**config.mk**
```make
export PLATFORM = sky130hd
export DESIGN_NAME = atomic_tracker
export DESIGN_NICKNAME = d
export VERILOG_FILES = /design/src/rtl/aoc_pkg.sv /design/src/rtl/aoc_counter.sv /design/src/rtl/aoc_trig_slot.sv /design/src/rtl/atomic_tracker.sv
export SDC_FILE = /design/constraint.sdc
export NUM_CORES = 1
export LEC_CHECK = 0
export ABC_AREA = 0
export BUFFER_PORTS_ARGS = -buffer_cell sky130_fd_sc_hd__buf_2
export CORE_ASPECT_RATIO = 1.1
export CORE_MARGIN = 8
export CORE_UTILIZATION = 35
export DETAILED_ROUTE_END_ITERATION = 8
export GPL_TIMING_DRIVEN = 0
export HOLD_SLACK_MARGIN = 0.05
export PLACE_DENSITY_LB_ADDON = 0.15
export SETUP_SLACK_MARGIN = 0.05
export SLEW_MARGIN = 20
export SYNTH_ARGS = -nofsm -noshare
export SYNTH_HDL_FRONTEND = slang
export SYNTH_SLANG_ARGS = --single-unit
export TNS_END_PERCENT = 10
```
**constraint.sdc**
```tcl
create_clock -name clk -period 2.38 [get_ports clk]
set_input_delay 0.476 -clock clk [delete_from_list [all_inputs] [get_ports clk]]
set_output_delay 0.476 -clock clk [all_outputs]
set_load 0.05 [all_outputs]
```
**src/rtl/aoc_pkg.sv**
```systemverilog
package aoc_pkg;
  typedef enum logic [1:0] {
    LS_INV = 2'd0,
    LS_VAL = 2'd1,
    LS_MOD = 2'd2,
    LS_WRT = 2'd3
  } line_st_e;
endpackage

```
**src/rtl/aoc_counter.sv**
```systemverilog
module aoc_counter #(
  parameter int CNT_W = 6
) (
  input  logic             clk,
  input  logic             rst_n,
  input  logic             inc,
  input  logic             dec,
  output logic [CNT_W-1:0] cnt,
  output logic             at_max,
  output logic             is_zero,
  output logic             hits_zero,
  output logic             underflow
);
  localparam logic [CNT_W-1:0] MAX = {CNT_W{1'b1}};
  localparam logic [CNT_W-1:0] ONE = CNT_W'(1);

  assign at_max    = (cnt == MAX);
  assign is_zero   = (cnt == '0);
  assign hits_zero = dec && !inc && (cnt == ONE);
  assign underflow = dec && !inc && is_zero;

  always_ff @(posedge clk) begin
    if (!rst_n) begin
      cnt <= '0;
    end else if (inc && !dec && !at_max) begin
      cnt <= cnt + ONE;
    end else if (dec && !inc && !is_zero) begin
      cnt <= cnt - ONE;
    end
  end
endmodule

```
**src/rtl/aoc_trig_slot.sv**
```systemverilog
module aoc_trig_slot (
  input  logic clk,
  input  logic rst_n,
  input  logic set,
  input  logic pop,
  output logic valid
);
  always_ff @(posedge clk) begin
    if (!rst_n) begin
      valid <= 1'b0;
    end else if (set) begin
      valid <= 1'b1;
    end else if (pop) begin
      valid <= 1'b0;
    end
  end
endmodule

```
**src/rtl/atomic_tracker.sv**
```systemverilog
module atomic_tracker
  import aoc_pkg::*;
#(
  parameter int CNT_W  = 6,
  parameter int DATA_W = 32,
  parameter int REQ_W  = 4
) (
  input  logic              clk,
  input  logic              rst_n,
  input  logic [1:0]        line_st_i,
  input  logic              issue_valid_i,
  output logic              issue_ready_o,
  output logic              inval_o,
  output logic              wb_req_o,
  input  logic              rsp_valid_i,
  output logic              rsp_ready_o,
  input  logic [DATA_W-1:0] rsp_data_i,
  input  logic [REQ_W-1:0]  rsp_dest_i,
  output logic              relay_valid_o,
  input  logic              relay_ready_i,
  output logic [DATA_W-1:0] relay_data_o,
  output logic [REQ_W-1:0]  relay_dest_o,
  output logic              trig_valid_o,
  input  logic              trig_pop_i,
  output logic              trig_done_o,
  output logic              release_o,
  output logic              busy_o,
  output logic [CNT_W-1:0]  count_o,
  output logic              err_o
);
  line_st_e st;
  logic dirty_line, closing, issue_fire, rsp_fire;
  logic at_max, is_zero, hits_zero, underflow;

  assign st         = line_st_e'(line_st_i);
  assign dirty_line = (st == LS_MOD) || (st == LS_WRT);

  // pass-through result path
  assign relay_valid_o = rsp_valid_i;
  assign relay_data_o  = rsp_data_i;
  assign relay_dest_o  = rsp_dest_i;
  assign rsp_ready_o   = relay_ready_i;
  assign rsp_fire      = rsp_valid_i && relay_ready_i;

  // deferred completion check
  assign trig_done_o = trig_valid_o && is_zero;
  assign release_o   = trig_pop_i && trig_done_o;
  assign closing     = release_o;

  assign issue_ready_o = !at_max && !closing && (busy_o || !dirty_line);
  assign issue_fire    = issue_valid_i && issue_ready_o;
  assign inval_o       = issue_fire && !busy_o;
  assign wb_req_o      = issue_valid_i && !busy_o && dirty_line;

  aoc_counter #(.CNT_W(CNT_W)) u_cnt (
    .clk       (clk),
    .rst_n     (rst_n),
    .inc       (issue_fire),
    .dec       (rsp_fire),
    .cnt       (count_o),
    .at_max    (at_max),
    .is_zero   (is_zero),
    .hits_zero (hits_zero),
    .underflow (underflow)
  );

  aoc_trig_slot u_trig (
    .clk   (clk),
    .rst_n (rst_n),
    .set   (hits_zero),
    .pop   (trig_pop_i),
    .valid (trig_valid_o)
  );

  always_ff @(posedge clk) begin
    if (!rst_n) begin
      busy_o <= 1'b0;
      err_o  <= 1'b0;
    end else begin
      if (release_o) busy_o <= 1'b0;
      else if (issue_fire) busy_o <= 1'b1;
      if (underflow) err_o <= 1'b1;
    end
  end
endmodule

```
# Word level (Yosys, flattened, before mapping)
# Cells that the tools add are included.
# word_totals
ff_bits	9
latchBits	0
ram_bits	0
romBits	0
inputBits	44
n_memories	0
# op_classes
add_sub_neg	2
n_mul	0
div_mod_pow	0
magnitude_cmp	0
n_eq_ne	4
n_shift	0
muxes	4
n_bitwise	1
n_reduce_logical	28
# op_table
op	count
logical AND 1 bit	15
2-to-1 mux 6 bit	2
zero test 1 bit	7
adder 6 x 1 -> 6 bit, second input constant	1
== test 6 x 1 -> 1 bit, second input constant	1
== test 6 bit, second input constant	1
zero test 6 bit	1
subtractor 6 x 1 -> 6 bit, second input constant	1
== test 2 bit, second input constant	2
nonzero test 2 bit	2
logical OR 1 bit	2
2-to-1 mux 1 bit	2
OR reduction 2 bit	1
inverter 1 bit	1

# Longest topological paths before layout
# logic_depth
depth_word	12
ltp_mapped	7
depth_no_buf	7

# Hierarchy
# Synthesis repeated with hierarchy kept, for this count alone.
# unflattened
hier_cells	116
hier_area_um2	949.7
# modules_own_cells
mod	instances	cells_per_inst	area_per_inst_um2	seq_area_each_um2
aoc_counter	1	59	476.7	120.1
atomic_tracker	1	54	431.7	40.0
aoc_trig_slot	1	3	41.3	20.0

# Least setup slack after synthesis
# No wires, ideal clock.
# synth_path
path_type	flip-flop to output port
from	register u_cnt.cnt[0]
to	output port inval_o
arrival_time_ns	2.247
path_slack_ns	-0.343
path_stages_with_launch	7
n_path_buf	0
path_cell_list	dfxtp_1 -> inv_1 -> ha_1 -> nand4b_1 -> nor4_2 -> nor2b_1 -> nor2b_1
# synth_between
elab_chain_len	8
# synth_lines
item	line_no	text
start, declared	aoc_counter.sv:8	output logic [CNT_W-1:0] cnt,
start signal, assigned	aoc_counter.sv:26	cnt <= cnt + ONE;
start signal, assigned	aoc_counter.sv:28	cnt <= cnt - ONE;
zero test 6 bit	aoc_counter.sv:18	assign is_zero = (cnt == '0);
logical AND 1 bit	atomic_tracker.sv:46	assign trig_done_o = trig_valid_o && is_zero;
logical AND 1 bit	atomic_tracker.sv:47	assign release_o = trig_pop_i && trig_done_o;
zero test 1 bit	atomic_tracker.sv:50	assign issue_ready_o = !at_max && !closing && (busy_o || !dirty_line);
logical AND 1 bit (*) (2 in series)	atomic_tracker.sv:50	
logical AND 1 bit (*)	atomic_tracker.sv:51	assign issue_fire = issue_valid_i && issue_ready_o;
logical AND 1 bit (*)	atomic_tracker.sv:52	assign inval_o = issue_fire && !busy_o;
end, declared	atomic_tracker.sv:13	output logic inval_o,
# Mark *: on every way between the ends. The rest lies on a longest branch, timed or not.

# Worst setup path in the final report
# Same ends and word-level chain as after synthesis.

==> reports/metrics.sh <==
CTSHTREEMAXLEVEL=1
SYNTH_LARGEST_TYPE_AREA_FRACTION=0.304
TIMING.CRITICAL_PATH.FROM_TYPE='register'
GRT_ANTENNA_BEFORE_REPAIR=0
WORST-PATH-MAX-FANOUT=9
FINAL_LAYOUT_SIZE_SUFFIX_GT1_FRAC=0.652
ANTENNA_CELLS=0
FINALCRITICALPERIOD_NS=2.23
TRITONCTS='yes'
PATH_CLASS='reg -> out'
SLEW_VIOLATIONS=0
DETAILEDPLACE.WORSTSLACK_NS=0.0990
DETAILEDPLACEMENTHPWL_MICRONS=2350
NNETSFINAL=227
FINAL.SETUP_SKEW_NS=0.00577
STDCELL_AREA_SQ_UM=1350
CELL_CHOSEN_FOR_THE_CLOCK_ROOT='clkbuf_4'
SYNTH-WARNING-COUNT=0
PLACEMENT.CELL_AREA_SQ_UM=1270
YS_SEQ_AREA_FRAC=0.192
COUNT_OF_FLIP_FLOPS_WITH_A_BUILT_IN_ENABLE_AFTER_SYNTHESIS=0
SYN_AVG_CELL_AREA_SQ_UM=8.22
GRT_SETUP_UNREPAIRED='yes'
ANTENNA_VIOLATING_NETS_LEFT=0
DIE_HEIGHT_MICRONS=70.3
TIMING.CRITICAL_PATH.TO_TYPE='output pin'
REMAINING_DRC_ERRORS=0
INITIAL_UTILIZATION=0.372
SYNTHTOLAYOUTAREAGROWTH_PCT=43.5
PLACEMENT.IO_BUFFERS=58
GRT_FIRST_PASS_WIRELENGTH_MICRONS=4170
TIMING.MAX_SLEW.REL_SLACK=0.550
DRTITER0DRC=33
WL_PER_CELL_MICRONS=13.0
YS_DOMINANT_REG_CELL='dfxtp_1'
PERIOD_SHARE=0.938
CP_DATA_REQUIRED_TIME_NS=1.90
VIAS=952
FIRST_GLOBAL_VIAS=990
DP_CELLS=203
SYNTH.LARGEST_AREA_CELL='buf_4'
WORSTMARGINPINSLEW_NS=0.669
CLK_LATENCY_NS=0.26
POST_SYNTH_MAIN_AREA_CONTRIBUTORS='buf_4 30%, dfxtp_1 19%, ha_1 5.3%, mux2i_1 5.3%, nand2_1 3.6%'
VIA_PER_INST=4.56
POST_SYNTH_INST_COUNT=114
SYNTH.LIB_CELLS_USED.DISTINCT=34
GR-TOTAL-OVERFLOW=0
SETUP_VIOLATIONS=0
SYNTH-ASYNC-RESET-RATIO=0
DIE-AREA_SQ_UM=4590
CRITPATHARRIVALTIME_NS=1.76
PLACE_CONGESTION=0.801
CAP_VIOLATIONS=0
POWER.DENSITY_CELL_AREA_nW_PER_UM2=581
POWER.STATIC_LEAKAGE_nW=0.738
TOTALWIRELENGTH_MICRONS=2720
FINAL.FILL_COUNT=251
STDCELL_COUNT=209
FLOORPLAN.IO_PINS=96
WIDTH_OF_THE_CHIP_MICRONS=65.3
SYN_STD_CELL_AREA_SQ_UM=937
MAPPEDNETLISTNETS=162
POST_CTS_HOLD_BUFFER_COUNT=0
OUTCOME='complete, no violations'
CLK_TRANSITION_REPORTED_PATHS_NS=0.07
KIND_OF_PATH_BEHIND_THE_TIGHTEST_HOLD_CHECK='reg -> reg'
CORE_ROWS=19
MAXIMUM_RESISTIVE_DROP_ON_VDD_uV=292
NUMCLOCKSINKS=9
YOSYS_REGISTER_BITS=9
CLOCK_PATH_BUFFERS=2
FIN_HOLD_WS_NS=0.465
DRT-PASS1-ITER-COUNT=4
CORE_AREA_SQ_UM=2520
POST-ROUTE-WORST-SETUP-SLACK_NS=0.148
HOLD_VIOL_FINAL=0
FINAL_CORE_UTILIZATION=0.534
TOTAL_POWER_CONSUMPTION_OF_THE_ROUTED_DESIGN_mW=0.782
FMAX_GHz=0.448
CTS_INSERTED_BUFFERS=3
GRT_MAX_DEGREE=11
FINALSETUPTNS_NS=0
GRTUSAGETOTAL=0.109
[layout make-up]
cell class,count,area [sq um],share of cell area
clock buffers,4,26.3,0.0195
flip-flops and latches,9,186,0.139
well taps,31,38.8,0.0288
repair buffers,60,308,0.229
plain buffers,40,300,0.223
inverters,4,15.0,0.0112
multi-input cells,61,470,0.350
[power by group]
group | internal [mW] | switching (mW) | total, mW
Sequential | 0.169 | 0.0271 | 0.196
Combinational | 0.161 | 0.302 | 0.463
Clock | 0.0648 | 0.0578 | 0.123
Total | 0.395 | 0.387 | 0.782
[worst max-delay path, stage by stage (launching register included)]
cell     delay, ns
dfxtp_4       0.40
ha_1          0.19
nand2_1       0.10
o211a_1       0.28
nor2b_2       0.18
nor2b_2       0.15
buf_4         0.18
[flip-flops by register name, indices dropped and copies added (netlist names)]
signal and count:
u_cnt.cnt 6, busy_o 1, u_trig.valid 1, err_o 1
[what timing repair did]
action                                  4_1_cts  5_1_grt
setup buffers                                 2        0
cloned                                        0        0
endpoints found under the setup margin        2        2
resized for setup                             6        5
pin swaps                                     3        1
[placed cells by master, fill, tap and decap left out, types with 2 or more instances in the layout]
cell type and n:
buf_2 57, buf_4 41, nand2_1 9, dfxtp_1 6, nand2b_1 5, mux2i_1 5
nor2_1 4, and3_1 4, nor3_1 3, ha_1 3, clkbuf_4 3, inv_2 2
nor2b_2 2, inv_1 2, clkbuf_1 2, a22oi_1 2, nor3b_1 2, dfxtp_2 2
[path summary, 6_finish.rpt]
kind | start | slack [ns] | endpoint | cells past startpoint
max | u_cnt.cnt[0] | 0.15 | inval_o | 6
min | err_o | 0.46 | err_o | 1
max reg2reg | u_cnt.cnt[0] | 0.36 | u_cnt.cnt[2] | 8
min reg2reg | err_o | 0.46 | err_o | 1
[cell usage after synthesis (2+ instances only)]
library cell and number:
nor3b_1 2, mux2i_1 5, a22oi_1 2, nand2b_1 5, nor2b_1 2, nor2_1 5
inv_1 4, dfxtp_1 9, nand2_1 9, nor4_2 2, buf_4 38, and3_1 4
ha_1 4, nor3_1 3
[metal layers]
layer / track usage / part of all wire / vias up
li1: - / - / 477
met1: 0.114 / 0.40 / 415
met2: 0.184 / 0.47 / 58
met3: 0.0590 / 0.13 / 2
met4: 0.0291 / 0.0040 / 0
met5: 0 / 0 / -
[kinds of logic after synthesis]
family / share of synthesized area
AOI/OAI and AO/OA: 0.0788
adders and majority gates: 0.0534
buffers and inverters: 0.336
DFF: 0.192
muxes: 0.0654
and+or+nand+nor: 0.274
No activity file was read; power rests on OpenSTA's default activity.
